--- src/rtl/fan_pwm_pkg.sv ---
package fan_pwm_pkg;
  localparam int N_EV = 4;
  localparam int EV_DUTY     = 0;
  localparam int EV_TACH_ERR = 1;
  localparam int EV_TEMP     = 2;
  localparam int EV_MEAS     = 3;

  localparam int A_MASK   = 'h10;
  localparam int A_PEND   = 'h11;
  localparam int A_SRC    = 'h12;
  localparam int A_RUN    = 'h20;
  localparam int A_WIDTH  = 'h21;
  localparam int A_TPER   = 'h22;
  localparam int A_TTOL   = 'h23;
  localparam int A_PERIOD = 'h30;
  localparam int A_MEAS   = 'h31;
  localparam int A_TEMP   = 'h32;
endpackage

--- src/rtl/fan_pwm_gen.sv ---
module fan_pwm_gen #(
  parameter int DATA_W     = 32,
  parameter int PWM_PERIOD = 1000
) (
  input  logic              clk,
  input  logic              rst,
  input  logic              run,
  input  logic [DATA_W-1:0] width,
  output logic              pwm_o
);
  localparam int CNT_W = (PWM_PERIOD > 1) ? $clog2(PWM_PERIOD) : 1;
  localparam logic [CNT_W-1:0] LAST = CNT_W'(PWM_PERIOD - 1);

  logic [CNT_W-1:0] cnt_q;

  always_ff @(posedge clk) begin
    if (rst || !run) begin
      cnt_q <= '0;
      pwm_o <= 1'b0;
    end else begin
      cnt_q <= (cnt_q == LAST) ? '0 : cnt_q + 1'b1;
      pwm_o <= DATA_W'(cnt_q) < width;
    end
  end
endmodule

--- src/rtl/fan_settle_timer.sv ---
module fan_settle_timer #(
  parameter int SETTLE_CYCLES = 500_000_000
) (
  input  logic clk,
  input  logic rst,
  input  logic run,
  input  logic start,
  output logic done
);
  localparam int TW = $clog2(SETTLE_CYCLES + 1);

  logic [TW-1:0] cnt_q;

  always_ff @(posedge clk) begin
    if (rst || !run) begin
      cnt_q <= '0;
      done  <= 1'b0;
    end else begin
      done <= (cnt_q == TW'(1)) && !start;
      if (start)
        cnt_q <= TW'(SETTLE_CYCLES);
      else if (cnt_q != '0)
        cnt_q <= cnt_q - 1'b1;
    end
  end
endmodule

--- src/rtl/fan_irq_ctrl.sv ---
module fan_irq_ctrl #(
  parameter int N = 4
) (
  input  logic         clk,
  input  logic         rst,
  input  logic [N-1:0] set_i,
  input  logic         wr_mask,
  input  logic         wr_pend,
  input  logic [N-1:0] wdata,
  output logic [N-1:0] mask_o,
  output logic [N-1:0] pend_o,
  output logic         irq_o
);
  logic [N-1:0] clr;

  assign clr = wr_pend ? wdata : '0;

  always_ff @(posedge clk) begin
    if (rst) begin
      mask_o <= '1;
      pend_o <= '0;
      irq_o  <= 1'b0;
    end else begin
      if (wr_mask)
        mask_o <= wdata;
      pend_o <= (pend_o & ~clr) | set_i;
      irq_o  <= |(pend_o & ~mask_o);
    end
  end
endmodule

--- src/rtl/fan_pwm_ctrl.sv ---
module fan_pwm_ctrl
  import fan_pwm_pkg::*;
#(
  parameter int ADDR_W        = 8,
  parameter int DATA_W        = 32,
  parameter int PWM_PERIOD    = 1000,
  parameter int SETTLE_CYCLES = 500_000_000
) (
  input  logic              clk,
  input  logic              rst,
  input  logic              reg_we,
  input  logic [ADDR_W-1:0] reg_addr,
  input  logic [DATA_W-1:0] reg_wdata,
  output logic [DATA_W-1:0] reg_rdata,
  input  logic              temp_inc_stb,
  input  logic              tach_err_stb,
  input  logic              tach_meas_stb,
  input  logic [DATA_W-1:0] tach_meas_val,
  output logic              pwm_out,
  output logic              irq
);
  localparam logic [DATA_W-1:0] PERIOD_V = DATA_W'(PWM_PERIOD);

  logic              run_q;
  logic [DATA_W-1:0] width_q, tper_q, ttol_q, meas_q;
  logic [N_EV-1:0]   mask, pend, ev_set;
  logic              settle_done, width_wr, settle_start;
  logic              wr_mask, wr_pend;

  assign width_wr     = reg_we && (reg_addr == ADDR_W'(A_WIDTH));
  assign wr_mask      = reg_we && (reg_addr == ADDR_W'(A_MASK));
  assign wr_pend      = reg_we && (reg_addr == ADDR_W'(A_PEND));
  assign settle_start = run_q && (width_wr || temp_inc_stb);

  always_comb begin
    ev_set              = '0;
    ev_set[EV_DUTY]     = run_q && settle_done;
    ev_set[EV_TACH_ERR] = run_q && tach_err_stb;
    ev_set[EV_TEMP]     = run_q && temp_inc_stb;
    ev_set[EV_MEAS]     = run_q && tach_meas_stb;
  end

  always_ff @(posedge clk) begin
    if (rst) begin
      run_q   <= 1'b0;
      width_q <= '0;
      tper_q  <= '0;
      ttol_q  <= '0;
      meas_q  <= '0;
    end else begin
      if (reg_we && reg_addr == ADDR_W'(A_RUN))  run_q  <= reg_wdata[0];
      if (reg_we && reg_addr == ADDR_W'(A_TPER)) tper_q <= reg_wdata;
      if (reg_we && reg_addr == ADDR_W'(A_TTOL)) ttol_q <= reg_wdata;
      if (run_q && temp_inc_stb)
        width_q <= PERIOD_V;
      else if (width_wr)
        width_q <= reg_wdata;
      if (run_q && tach_meas_stb)
        meas_q <= tach_meas_val;
    end
  end

  always_ff @(posedge clk) begin
    if (rst) begin
      reg_rdata <= '0;
    end else begin
      unique case (reg_addr)
        ADDR_W'(A_MASK):   reg_rdata <= DATA_W'(mask);
        ADDR_W'(A_PEND):   reg_rdata <= DATA_W'(pend);
        ADDR_W'(A_SRC):    reg_rdata <= DATA_W'(pend & ~mask);
        ADDR_W'(A_RUN):    reg_rdata <= DATA_W'(run_q);
        ADDR_W'(A_WIDTH):  reg_rdata <= width_q;
        ADDR_W'(A_TPER):   reg_rdata <= tper_q;
        ADDR_W'(A_TTOL):   reg_rdata <= ttol_q;
        ADDR_W'(A_PERIOD): reg_rdata <= PERIOD_V;
        ADDR_W'(A_MEAS):   reg_rdata <= meas_q;
        default:           reg_rdata <= '0;
      endcase
    end
  end

  fan_pwm_gen #(.DATA_W(DATA_W), .PWM_PERIOD(PWM_PERIOD)) u_gen (
    .clk(clk), .rst(rst), .run(run_q), .width(width_q), .pwm_o(pwm_out)
  );

  fan_settle_timer #(.SETTLE_CYCLES(SETTLE_CYCLES)) u_settle (
    .clk(clk), .rst(rst), .run(run_q), .start(settle_start), .done(settle_done)
  );

  fan_irq_ctrl #(.N(N_EV)) u_irq (
    .clk(clk), .rst(rst), .set_i(ev_set), .wr_mask(wr_mask), .wr_pend(wr_pend),
    .wdata(reg_wdata[N_EV-1:0]), .mask_o(mask), .pend_o(pend), .irq_o(irq)
  );
endmodule

--- config.mk ---
export PLATFORM = sky130hd
export DESIGN_NAME = fan_pwm_ctrl
export DESIGN_NICKNAME = d
export VERILOG_FILES = /design/src/rtl/fan_pwm_pkg.sv /design/src/rtl/fan_pwm_gen.sv /design/src/rtl/fan_settle_timer.sv /design/src/rtl/fan_irq_ctrl.sv /design/src/rtl/fan_pwm_ctrl.sv
export SDC_FILE = /design/constraint.sdc
export NUM_CORES = 1
export LEC_CHECK = 0
export ABC_AREA = 1
export CAP_MARGIN = 20
export CORE_MARGIN = 1.5
export CORE_UTILIZATION = 50
export CTS_BUF_LIST = sky130_fd_sc_hd__clkbuf_4
export CTS_CLUSTER_DIAMETER = 30
export CTS_CLUSTER_SIZE = 20
export DETAILED_ROUTE_END_ITERATION = 6
export DONT_BUFFER_PORTS = 1
export GPL_ROUTABILITY_DRIVEN = 0
export GPL_TIMING_DRIVEN = 1
export PLACE_DENSITY_LB_ADDON = 0.08
export REMOVE_ABC_BUFFERS = 1
export SLEW_MARGIN = 25
export SYNTH_ARGS = -nofsm -noshare
export SYNTH_HDL_FRONTEND = slang
export SYNTH_HIERARCHICAL = 1
export SYNTH_SLANG_ARGS = --single-unit
--- constraint.sdc ---
create_clock -name clk -period 3 [get_ports clk]
set_clock_uncertainty 0.1 [all_clocks]
set_input_delay 0.6 -clock clk [delete_from_list [all_inputs] [get_ports clk]]
set_output_delay 0.6 -clock clk [all_outputs]
set_load 0.05 [all_outputs]
After elaboration in Yosys (flattened, before gate mapping)
Cells that the tools add are included.
{"block": "word_totals", "memories": 0, "reg_bits": 211, "latchBits": 0, "mem_bits_ro": 0, "input_bits": 78, "out_inout_bits": 34, "elab_cells": 65, "mem_bits_rw": 0}
{"block": "op_classes", "bitwise_logic": 7, "add_sub_neg": 2, "div_mod_pow": 0, "magnitude_cmp": 1, "multipliers": 0, "eq_ne": 11, "shifts": 0, "n_mux": 6, "n_reduce_logical": 23}
{"operator": "32-bit case mux with 9 select lines", "n": 1}
{"operator": "29-bit 2-to-1 mux", "n": 2}
{"operator": "8-bit by 6-bit equality test with 1-bit output, second input constant", "n": 6}
{"operator": "4-bit by 32-bit AND with 32-bit output", "n": 1}
{"operator": "10-bit by 32-bit < comparator with 1-bit output", "n": 1}
{"operator": "4-bit inverter with 32-bit output", "n": 1}
{"operator": "29-bit by 1-bit equality test with 1-bit output, second input constant", "n": 1}
{"operator": "29-bit nonzero test", "n": 1}
{"operator": "29-bit by 1-bit subtractor with 29-bit output, second input constant", "n": 1}
{"operator": "8-bit by 5-bit equality test with 1-bit output, second input constant", "n": 3}
{"operator": "10-bit 2-to-1 mux", "n": 2}
{"operator": "1-bit logical AND", "n": 12}
{"operator": "10-bit by 1-bit adder with 10-bit output, second input constant", "n": 1}
{"operator": "10-bit equality test, second input constant", "n": 1}
{"operator": "4-bit AND", "n": 2}
{"operator": "4-bit inverter", "n": 2}
{"operator": "2-bit OR reduction", "n": 3}
{"operator": "4-bit 2-to-1 mux", "n": 1}
{"operator": "4-bit OR", "n": 1}
{"operator": "2-bit nonzero test", "n": 2}
{"operator": "4-bit OR reduction", "n": 1}
{"operator": "1-bit zero test", "n": 2}
{"operator": "1-bit logical OR", "n": 2}

Depth between registers and ports, before layout
Gate-level depths: netlist (run 1).
{"block": "depth", "depth_word": 6, "depth_mapped": 13, "ltp_nobuf": 11}

By module
The synthesis (run 1) kept the hierarchy.
{"mod": "fan_pwm_ctrl", "seq_area_each_um2": 3223.1, "instances": 1, "cells_per_inst": 855, "area_per_inst_um2": 6505.0}
{"mod": "fan_settle_timer", "seq_area_each_um2": 600.6, "instances": 1, "cells_per_inst": 262, "area_per_inst_um2": 1746.7}
{"mod": "fan_pwm_gen", "seq_area_each_um2": 220.2, "instances": 1, "cells_per_inst": 107, "area_per_inst_um2": 817.0}
{"mod": "fan_irq_ctrl", "seq_area_each_um2": 180.2, "instances": 1, "cells_per_inst": 42, "area_per_inst_um2": 326.6}

Least setup slack after synthesis (run 1)
OpenSTA, ideal clock, no wires.
{"block": "synth_path", "path_kind": "input to register", "startpoint": "input port reg_addr[6]", "endpoint": "register u_settle.cnt_q[25]", "n_path_buf": 3, "cell_stages": 13, "slack_ns": 0.624, "t_arrival_ns": 2.146, "required_time_ns": 2.770, "setup_ns": 0.130, "cell_sequence": "inv_1 > nand2_1 > nor2_4 > buf_6 > nand2_4 > nor2_2 > buf_2 > nand2_1 > nand2_1 > inv_1 > nand2_1 > clkbuf_1 > nor3_1"}
{"block": "synth_via", "elab_chain_len": 5}
{"element": "start, declared", "line": "fan_pwm_ctrl.sv:12", "rtl": "input logic [ADDR_W-1:0] reg_addr,"}
{"element": "8-bit by 6-bit equality test with 1-bit output", "line": "fan_pwm_ctrl.sv:30", "rtl": "assign width_wr = reg_we && (reg_addr == ADDR_W'(A_WIDTH));"}
{"element": "1-bit logical AND", "line": "fan_pwm_ctrl.sv:30"}
{"element": "1-bit logical OR", "line": "fan_pwm_ctrl.sv:33", "rtl": "assign settle_start = run_q && (width_wr || temp_inc_stb);"}
{"element": "1-bit logical AND", "line": "fan_pwm_ctrl.sv:33"}
{"element": "named net settle_start", "line": "fan_pwm_ctrl.sv:27", "rtl": "logic settle_done, width_wr, settle_start;"}
{"element": "2-bit OR reduction (no line)"}
{"element": "end signal, assigned", "line": "fan_settle_timer.sv:21", "rtl": "cnt_q <= TW'(SETTLE_CYCLES);"}
{"element": "end signal, assigned", "line": "fan_settle_timer.sv:23", "rtl": "cnt_q <= cnt_q - 1'b1;"}
{"element": "end, declared", "line": "fan_settle_timer.sv:12", "rtl": "logic [TW-1:0] cnt_q;"}
The timed path passes the listed nets, and every way through them passes these cells.
A chain may end at the register's enable or synchronous reset.

Worst setup path after layout (run 1)
{"block": "layout_path", "startpoint": "register run_q", "endpoint": "register meas_q[0]"}
{"block": "layout_via", "elab_chain_len": 1}
{"element": "start, declared", "line": "fan_pwm_ctrl.sv:24", "rtl": "logic run_q;"}
{"element": "start signal, assigned", "line": "fan_pwm_ctrl.sv:51", "rtl": "if (reg_we && reg_addr == ADDR_W'(A_RUN)) run_q <= reg_wdata[0];"}
{"element": "1-bit logical AND", "line": "fan_pwm_ctrl.sv:58", "rtl": "if (run_q && tach_meas_stb)"}
{"element": "end signal, assigned", "line": "fan_pwm_ctrl.sv:59", "rtl": "meas_q <= tach_meas_val;"}
{"element": "end, declared", "line": "fan_pwm_ctrl.sv:25", "rtl": "logic [DATA_W-1:0] width_q, tper_q, ttol_q, meas_q;"}
No other way between the ends.

==> flow_summary_export.csv, run 1 <==
group,metric,value,unit
status,outcome,"finished, final reports clean",
yosys,synth_top_area_share,45.0,%
yosys,synth_area_leader_cell,"dfxtp_1",
yosys,syn_area_per_cell,7.42,sq um
placed_design,portBuffers,0,
global_routing,grt_overflow,0,
yosys,synth.top_cells.by_count,"211 x dfxtp_1, 184 x nor2_1, 166 x nand2_1, 154 x inv_1, 125 x a21oi_1",
drt,via_count,8268,
clock_network,cts_tree,"done",
critical_path,cp-end-kind,"flop",
timing,fin_crit_sh,73.4,%
floorplanning,die_x,140,um
clock_network,numClockSinks,211,
cells_and_area,drive_gt1_share,11.5,%
timing,fin_hold_ws,42.0,ps
drt,route.met2.wl,11000,um
cells_and_area,fin_area,10600,sq um
timing,setup_violations,0,
drt,first_pass_iters,4,
floorplanning,core_area,18200,sq um
critical_path,reg2reg_to,"meas_q[0]$_SDFFE_PP0P_",
global_routing,grt_pass1_wl,39900,um
floorplanning,std_cell_rows,49,
drt,wl_per_cell,15.7,um
min_path,min_path_cells,2,
cells_and_area,final_util,58.3,%
yosys,synth-main-ff-cell,"dfxtp_1",
yosys,ys_ff_latch,211,
floorplanning,initial_core_util,51.6,%
critical_path,critical_path_class,"flop to flop",
floorplanning,dieArea,19600,sq um
clock_network,htreeDepth,2,
yosys,synth_cells,1266,
drt,met3_length,1430,um
global_routing,grt_antenna_before_repair,1,
drt,maxUsedRoutingLayer,"met4",
critical_path,cp_data_arrival_time,2620,ps
placed_design,placed_area,9450,sq um
yosys,synth_area,9400,sq um
timing,fmax,0.454,GHz
timing,fin_ws,797,ps
timing,relSlewSlack,49.0,%
clock_network,cts_made_buffers,43,
clock_network,clk_path_buf_depth,3,
yosys,synth_seq_area_share,45.0,%
placed_design,preCtsSetupSlack,480,ps
clock_network,cts_root_buf,"clkbuf_4",
critical_path,reg2regPathDepth,4,
yosys,synthMostInstantiatedCell,"dfxtp_1",
critical_path,r2r_slack,800,ps
critical_path,cp_data_required_time,3410,ps
drt,postRouteAntennaNets,0,
yosys,yosys-top-cells-area,"dfxtp_1 45%, nor2_1 7.4%, a21oi_1 6.7%",
timing,maxSlewViolCount,0,
run,drv_cap,0,
drt,post_drt_via_cell_ratio,5.28,
cells_and_area,nNetsFinal,1392,
cells_and_area,area_delta_synth_final,13.1,%
global_routing,grt_use_total,25.3,%
timing,hold_viol,0,
global_routing,first_global_vias,7888,
clock_network,clk_pin_slew,90,ps
global_routing,grt_max_degree,56,
floorplanning,ios,112,
critical_path,cp_max_fo,33,
floorplanning,fp.dieH,140,um
min_path,holdPathEnd,"width_q[7]$_SDFFE_PP0P_",
timing,rsz0062_at_grt,"no",
min_path,hold_class,"input port to flop",
power,p_leak,0.00404,uW
critical_path,worst_setup_path_start_kind,"flop",
clock_network,cts_resized,0,
yosys,synthDistinctLibCells,45,
drt,drc,0,
drt,wl_met1,11400,um
timing,final.setup.tns,0,ps
drt,drtIter0Drc,536,
yosys,async_flop_share,0,%
drt,wirelength,24500,um
yosys,yosys_warnings,6,
critical_path,rr_startpoint,"run_q$_SDFFE_PP0P_",
power,peakVddDrop,0.378,mV
cells_and_area,num-fill-cells,1777,
yosys,synth-edff-count,0,
timing,layout_min_cycle_time,2200,ps
power,p_per_area,544,nW/um^2
clock_network,clkLatencyLatePin,650,ps
min_path,min_from,"reg_wdata[7]",
placed_design,dpl.hpwl,15500,um
timing,tightest_slew,762,ps
-- power breakdown --
group / total (uW) / switching (uW) / internal [uW]
clock network: 2810 / 1230 / 1580
logic: 165 / 101 / 63.8
registers: 2800 / 2.76 / 2800
-- critical path: stages (launching register included) --
cell     delay (ps)
dfxtp_1         680
nand2_2         560
buf_4           410
o21ai_0         240
nor2_1           60
-- cells in the final DEF, fill, tap and decap left out, types with 4 or more instances in the layout --
| cell type | n |
|---|---|
| clkinv_2 | 7 |
| inv_2 | 14 |
| buf_4 | 11 |
| clkinvlp_4 | 7 |
| nor2_1 | 184 |
| nand3_1 | 64 |
| dlygate4sd3_1 | 39 |
| nand4_1 | 8 |
| clkbuf_4 | 46 |
| inv_1 | 154 |
| a21oi_1 | 125 |
| clkinv_1 | 6 |
| nor2_4 | 9 |
| bufinv_16 | 9 |
| nor3_1 | 11 |
| nor2_2 | 17 |
| dfxtp_1 | 211 |
| xor2_1 | 8 |
| o21ai_0 | 99 |
| nand2_4 | 4 |
| nor4_1 | 5 |
| ha_1 | 12 |
| xnor2_1 | 7 |
| nand2_1 | 164 |
| nand2_2 | 10 |
| o22ai_1 | 46 |
| a211oi_1 | 25 |
-- kinds of logic (layout without fill, tap and decap cells) --
family                     Yosys count  in the layout  synth area share [%]
xor gates and xnor gates            15             15                  1.40
AOI/OAI and AO/OA                  302            302                  17.5
other                                0              1                     0
and+or+nand+nor                    495            495                  24.0
adders and majority gates           12             12                  1.60
DFF                                211            211                  45.0
buffers and inverters              231            300                  10.5
-- per-layer routing --
metal | track usage, % | vias up
li1 | - | 4238
met1 | 33.9 | 3759
met2 | 40.8 | 221
met3 | 5.40 | 50
met4 | 8.59 | 0
met5 | 0 | -
-- stage by stage --
stage / power, uW / std cells
floorplan: 2940 / 1205
global placement: 2970 / 1446
detailed placement: 2970 / 1446
CTS: 5850 / 1564
global route: 6000 / 1565
finish: 5770 / 1565
-- state kept, by name (all words and copies together), names as in the netlist --
register	cells
u_settle/done	1
tper_q	32
run_q	1
u_irq/irq_o	1
u_gen/cnt_q	10
u_settle/cnt_q	29
u_gen/pwm_o	1
u_irq/pend_o	4
ttol_q	32
reg_rdata	32
meas_q	32
width_q	32
u_irq/mask_o	4
-- how the worst max path moves through the flow --
stage	start	depth (start not counted)	to
2_1_floorplan	reg_addr[6]	8	tper_q[10]$_SDFFE_PP0P_
3_3_place_gp	reg_addr[6]	9	ttol_q[17]$_SDFFE_PP0P_
3_5_place_dp	reg_addr[6]	9	ttol_q[22]$_SDFFE_PP0P_
4_1_cts	run_q$_SDFFE_PP0P_	4	meas_q[1]$_SDFFE_PP0P_
5_1_grt	run_q$_SDFFE_PP0P_	4	meas_q[0]$_SDFFE_PP0P_
6_report	run_q$_SDFFE_PP0P_	4	meas_q[0]$_SDFFE_PP0P_
-- area by class of cell --
class,instances,area (sq um),area share [%]
diodes,1,2.50,0.0236
clock buffers,46,345,3.25
clock inverters,32,410,3.86
inverters,170,642,6.04
multi-input cells,824,4190,39.5
flip-flops and latches,211,4220,39.8
well taps,229,287,2.70
repair buffers,52,520,4.90
-- timing repair --
item / in CTS / in global routing
endpoints found under the hold margin: 107 / 0
hold buffers: 40 / 0
buffers inserted: 0 / 0
Power figures use the tool's default switching activity.
==> run 2: changes to the inputs <==
==> constraint.sdc (replaced) <==
create_clock -name clk -period 2.25 [get_ports clk]
set_clock_uncertainty 0.1 [all_clocks]
set_input_delay 0.45 -clock clk [delete_from_list [all_inputs] [get_ports clk]]
set_output_delay 0.45 -clock clk [all_outputs]
set_load 0.05 [all_outputs]
==> flow_summary_export.csv, run 2 (synthesis results as in run 1) <==
group,metric,value,unit
status,outcome,"complete, but fails checks",
status,violations,"DRC",
cells_and_area,final_util,60.4,%
clock_network,cts_made_buffers,44,
drt,wirelength,24700,um
critical_path,path_delay_family,"simple AND/OR/NAND/NOR gates",
critical_path,rr_startpoint,"u_settle/cnt_q[0]$_SDFFE_PP0P_",
placed_design,preCtsSetupSlack,218,ps
clock_network,clk_path_buf_depth,3,
critical_path,cp_data_required_time,2730,ps
drt,drtIter0Drc,511,
floorplanning,core_area,18200,sq um
global_routing,grt_max_degree,58,
critical_path,critical_path_class,"flop to flop",
min_path,min_path_cells,4,
placed_design,portBuffers,0,
global_routing,grt_overflow,0,
cells_and_area,fin_cells,1610,
drt,wl_per_cell,15.3,um
timing,hold_viol,0,
global_routing,grt_pass1_wl,40400,um
clock_network,htreeDepth,2,
critical_path,cp_max_fo,23,
critical_path,critPathSlowestCell,"ha_1",
clock_network,cts_tree,"done",
timing,fin_ws,272,ps
placed_design,dpl.hpwl,15900,um
cells_and_area,area_delta_synth_final,17.0,%
cells_and_area,nNetsFinal,1435,
critical_path,crit_buf_inv,3,
floorplanning,initial_core_util,51.6,%
critical_path,reg2regPathDepth,10,
clock_network,cts_resized,0,
power,p_leak,0.00423,uW
clock_network,numClockSinks,211,
timing,rsz0062_at_grt,"no",
critical_path,max_stage_delay,400,ps
critical_path,crit_chain,"inv_1 > ha_1 > nand2_4 > nor2_2 > nand2_2 > clkinv_2 > nand2_4 > inv_2 > nand2_1 > a21oi_1",
drt,drc,1,
min_path,hold_class,"input port to flop",
floorplanning,ios,112,
clock_network,cts_root_buf,"clkbuf_4",
cells_and_area,drive_gt1_share,11.7,%
floorplanning,std_cell_rows,49,
min_path,min_from,"reg_addr[0]",
global_routing,grt_use_total,25.3,%
global_routing,first_global_vias,8100,
critical_path,reg2reg_to,"u_settle/cnt_q[0]$_SDFFE_PP0P_",
cells_and_area,layout_commonest_cell,"dfxtp_1",
timing,maxSlewViolCount,0,
cells_and_area,num-fill-cells,1712,
critical_path,worst_setup_path_start_kind,"flop",
drt,postRouteAntennaNets,0,
power,peakVddDrop,0.384,mV
critical_path,crit_top_cell,"nand2_4",
power,p_per_area,678,nW/um^2
critical_path,cp_data_arrival_time,2450,ps
drt,post_drt_via_cell_ratio,5.23,
critical_path,cp-end-kind,"flop",
cells_and_area,final_cell_mix,"211 x dfxtp_1, 184 x nor2_1, 164 x nand2_1, 154 x inv_1, 125 x a21oi_1",
critical_path,r2r_slack,270,ps
timing,layout_min_cycle_time,1980,ps
clock_network,clkLatencyLatePin,670,ps
drt,first_pass_iters,7,
timing,relSlewSlack,56.9,%
global_routing,grt_antenna_before_repair,2,
floorplanning,dieArea,19600,sq um
timing,tightest_slew,644,ps
drt,via_count,8416,
floorplanning,fp.dieH,140,um
floorplanning,die_x,140,um
timing,fin_crit_sh,87.9,%
timing,setup_violations,0,
clock_network,clk_pin_slew,80,ps
timing,fmax,0.506,GHz
min_path,holdPathEnd,"run_q$_SDFFE_PP0P_",
placed_design,dp.cells,1454,
run,drv_cap,0,
==> run 2: cell types whose count changed in the layout (fill, tap and decap cells not counted), sizes merged <==
| cell | before | now |
|---|---|---|
| dlygate4sd3 | 39 | 73 |
| clkinvlp | 7 | 3 |
| bufinv | 9 | 6 |
| inv | 170 | 169 |
| clkbuf | 46 | 53 |
| clkinv | 16 | 20 |
| buf | 13 | 21 |
==> run 2: power breakdown <==
part / total, uW / internal (uW) / switching, uW
Sequential: 3740 / 3740 / 3.61
Combinational: 280 / 123 / 157
Clock: 3430 / 1850 / 1580
Total: 7450 / 5710 / 1740
==> run 2: layout make-up <==
class                   count  area, sq um  area share, %
repair buffers             94          958           8.72
clock buffers              53          398           3.62
multi-input cells         824         4190           38.2
diodes                      1         2.50         0.0228
well taps                 229          287           2.61
inverters                 170          642           5.84
clock inverters            28          285           2.60
flip-flops and latches    211         4220           38.4
==> run 2: timing repair <==
item,4_1_cts,5_1_grt
hold buffers,74,0
setup buffers,0,0
endpoints found under the hold margin,179,0
==> run 2: worst max-delay path by stage <==
stage / startpoint / end / cells after the start
2_1_floorplan: reg_addr[6] / tper_q[10]$_SDFFE_PP0P_ / 8
3_3_place_gp: reg_addr[1] / reg_rdata[6]$_SDFF_PP0_ / 8
3_5_place_dp: reg_addr[1] / reg_rdata[7]$_SDFF_PP0_ / 10
4_1_cts: u_settle/cnt_q[0]$_SDFFE_PP0P_ / u_settle/cnt_q[0]$_SDFFE_PP0P_ / 10
5_1_grt: u_settle/cnt_q[0]$_SDFFE_PP0P_ / u_settle/cnt_q[5]$_SDFFE_PP0P_ / 9
6_report: u_settle/cnt_q[0]$_SDFFE_PP0P_ / u_settle/cnt_q[0]$_SDFFE_PP0P_ / 10
==> run 2: worst register-to-register path, cell delays in order (launching register included) <==
cell and delay [ps]:
dfxtp_1 350, inv_1 150, ha_1 400, nand2_4 100, nor2_2 150, nand2_2 80
clkinv_2 70, nand2_4 170, inv_2 180, nand2_1 60, a21oi_1 110
==> run 2: metrics by stage <==
step / instance area, sq um / power, uW / TNS, ps / hold WS [ps]
CTS: 11000 / 7540 / 0 / 31.1
floorplan: 9050 / 3920 / -22820 / 327
finish: 11000 / 7450 / 0 / 59.0
detailed placement: 9550 / 3960 / 0 / 343
global placement: 9550 / 3960 / 0 / 335
global route: 11000 / 7730 / 0 / 88.1
==> run 2: routing by layer <==
layer	vias up	wire length [um]	GRT usage (%)
met5	-	13	0
met3	57	1350	5.61
met4	2	625	9.20
met2	211	11300	41.2
met1	3840	11400	33.1
li1	4306	-	-
==> run 3: changes to the inputs <==
--- a/config.mk
+++ b/config.mk
@@ -8,7 +8,7 @@
 export ABC_AREA = 1
 export CAP_MARGIN = 20
 export CORE_MARGIN = 1.5
-export CORE_UTILIZATION = 50
+export CORE_UTILIZATION = 45
 export CTS_BUF_LIST = sky130_fd_sc_hd__clkbuf_4
 export CTS_CLUSTER_DIAMETER = 30
 export CTS_CLUSTER_SIZE = 20
==> flow_summary_export.csv, run 3 (synthesis results as in run 1) <==
group,metric,value,unit
cells_and_area,drive_gt1_share,12.1,%
clock_network,cts_made_buffers,47,
timing,maxSlewViolCount,0,
critical_path,critical_path_class,"flop to flop",
global_routing,grt_overflow,0,
timing,final.setup.tns,0,ps
timing,relSlewSlack,52.0,%
power,seqPwrFrac,46.7,%
floorplanning,fp.dieH,147,um
critical_path,reg2regPathDepth,10,
timing,hold_viol,0,
critical_path,r2r_slack,310,ps
timing,setup_violations,0,
clock_network,clk_pin_slew,80,ps
clock_network,cts_tree,"done",
global_routing,grt_antenna_before_repair,2,
clock_network,htreeDepth,2,
cells_and_area,area_delta_synth_final,18.2,%
global_routing,grt_pass1_wl,41100,um
power,p_int,6210,uW
clock_network,numClockSinks,211,
min_path,min_from,"rst",
power,p_sw,1800,uW
critical_path,rr_startpoint,"u_settle/cnt_q[0]$_SDFFE_PP0P_",
timing,rsz0062_at_grt,"no",
clock_network,clkLatencyLatePin,650,ps
cells_and_area,layout_commonest_cell,"dfxtp_1",
power,switching_share,22.4,%
min_path,hold_class,"input port to flop",
drt,first_pass_iters,5,
timing,fin_crit_sh,86.4,%
min_path,holdPathEnd,"width_q[1]$_SDFFE_PP0P_",
floorplanning,die_x,147,um
timing,layout_min_cycle_time,1940,ps
critical_path,cp_max_fo,23,
critical_path,cp_data_required_time,2740,ps
drt,wl_per_cell,15.1,um
drt,wirelength,24900,um
status,outcome,"finished, final reports clean",
global_routing,grt_max_degree,58,
power,p_per_area,721,nW/um^2
cells_and_area,final_cell_mix,"211 x dfxtp_1, 184 x nor2_1, 164 x nand2_1, 154 x inv_1, 125 x a21oi_1",
cells_and_area,fin_area,11100,sq um
floorplanning,initial_core_util,46.1,%
min_path,min_path_cells,3,
cells_and_area,num-fill-cells,2007,
cells_and_area,nNetsFinal,1432,
critical_path,reg2reg_to,"u_settle/cnt_q[0]$_SDFFE_PP0P_",
global_routing,grt_use_total,23.3,%
floorplanning,ios,112,
timing,tightest_slew,718,ps
power,p_clk_share,49.8,%
drt,post_drt_via_cell_ratio,5.04,
critical_path,cp_data_arrival_time,2430,ps
drt,drc,0,
clock_network,cts_root_buf,"clkbuf_4",
run,drv_cap,0,
power,p_comb_share,3.4,%
drt,postRouteAntennaNets,0,
placed_design,placed_area,9580,sq um
critical_path,cp-end-kind,"flop",
cells_and_area,final_util,54.5,%
placed_design,dp.cells,1495,
floorplanning,std_cell_rows,52,
clock_network,cts_setup_buffers,0,
global_routing,first_global_vias,8088,
timing,fmax,0.514,GHz
clock_network,cts_resized,0,
critical_path,worst_setup_path_start_kind,"flop",
cells_and_area,fin_cells,1649,
floorplanning,core_area,20400,sq um
floorplanning,dieArea,21800,sq um
placed_design,dpl.hpwl,16400,um
drt,via_count,8317,
drt,drtIter0Drc,461,
power,peakVddDrop,0.411,mV
placed_design,portBuffers,0,
clock_network,clk_path_buf_depth,3,
power,p_leak,0.00426,uW
run 3: cell count changes in the layout (fill, tap and decap cells not counted):
cell / previous run / this run
buf_4: 16 / 17
clkinv_1: 10 / 7
inv_6: 0 / 1
buf_12: 4 / 3
diode_2: 1 / 2
bufinv_16: 6 / 10
inv_2: 14 / 13
clkinvlp_4: 3 / 5
dlygate4sd3_1: 73 / 67
clkinv_2: 10 / 8
clkbuf_4: 53 / 54
clkinv_4: 0 / 1
run 3: cell type report:
| cell class | count | area, sq um | share of cell area, % |
|---|---|---|---|
| sequential | 211 | 4220 | 38.0 |
| multi-input combinational | 824 | 4190 | 37.8 |
| timing repair buffer | 88 | 886 | 7.98 |
| inverter | 170 | 642 | 5.78 |
| clock inverter | 30 | 413 | 3.72 |
| clock buffer | 54 | 405 | 3.65 |
| tap | 270 | 338 | 3.04 |
| antenna | 2 | 5.00 | 0.0451 |
run 3: worst max-delay path by stage:
stage | start | end | depth (start not counted)
final | u_settle/cnt_q[0]$_SDFFE_PP0P_ | u_settle/cnt_q[0]$_SDFFE_PP0P_ | 10
after global routing | u_settle/cnt_q[0]$_SDFFE_PP0P_ | u_settle/cnt_q[0]$_SDFFE_PP0P_ | 10
after CTS | u_settle/cnt_q[0]$_SDFFE_PP0P_ | u_settle/cnt_q[0]$_SDFFE_PP0P_ | 10
after detailed placement | reg_addr[6] | ttol_q[16]$_SDFFE_PP0P_ | 9
after global placement | reg_addr[6] | ttol_q[17]$_SDFFE_PP0P_ | 9
after floorplan | reg_addr[6] | tper_q[10]$_SDFFE_PP0P_ | 8
run 3: critical path: stages, from the launching register on:
cell	delay (ps)
dfxtp_1	350
inv_1	150
ha_1	370
nand2_4	100
nor2_2	120
nand2_2	80
clkinv_2	70
nand2_4	170
inv_2	190
nand2_1	70
a21oi_1	110
run 3: power groups by stage:
stage / Clock (uW) / Sequential (uW) / Combinational, uW
2_1_floorplan: 0 / 3830 / 91.1
3_3_place_gp: 0 / 3830 / 128
3_5_place_dp: 0 / 3830 / 129
4_1_cts: 4100 / 3740 / 274
5_1_grt: 4290 / 3740 / 304
6_report: 3990 / 3740 / 275
run 3: through the flow:
step           hold WS (ps)  worst slack [ps]  power (uW)
4_1_cts                21.4               293        8110
3_3_place_gp            334               191        3960
3_5_place_dp            340               129        3960
5_1_grt                60.6               131        8340
2_1_floorplan           327              -371        3920
6_report               69.9               306        8000
run 3: timing repair:
| action | in CTS | in global routing |
|---|---|---|
| endpoints found under the setup margin | 0 | 0 |
| endpoints found under the hold margin | 179 | 0 |
| hold buffers | 68 | 0 |
run 3: layer usage:
layer / track usage [%] / share of wire, % / up-vias / wire (um)
li1: - / - / 4321 / -
met5: 0 / 0 / - / 0
met4: 6.55 / 2.1 / 0 / 514
met3: 4.17 / 5.3 / 44 / 1320
met1: 31.1 / 46 / 3746 / 11500
met2: 38.8 / 46 / 206 / 11600
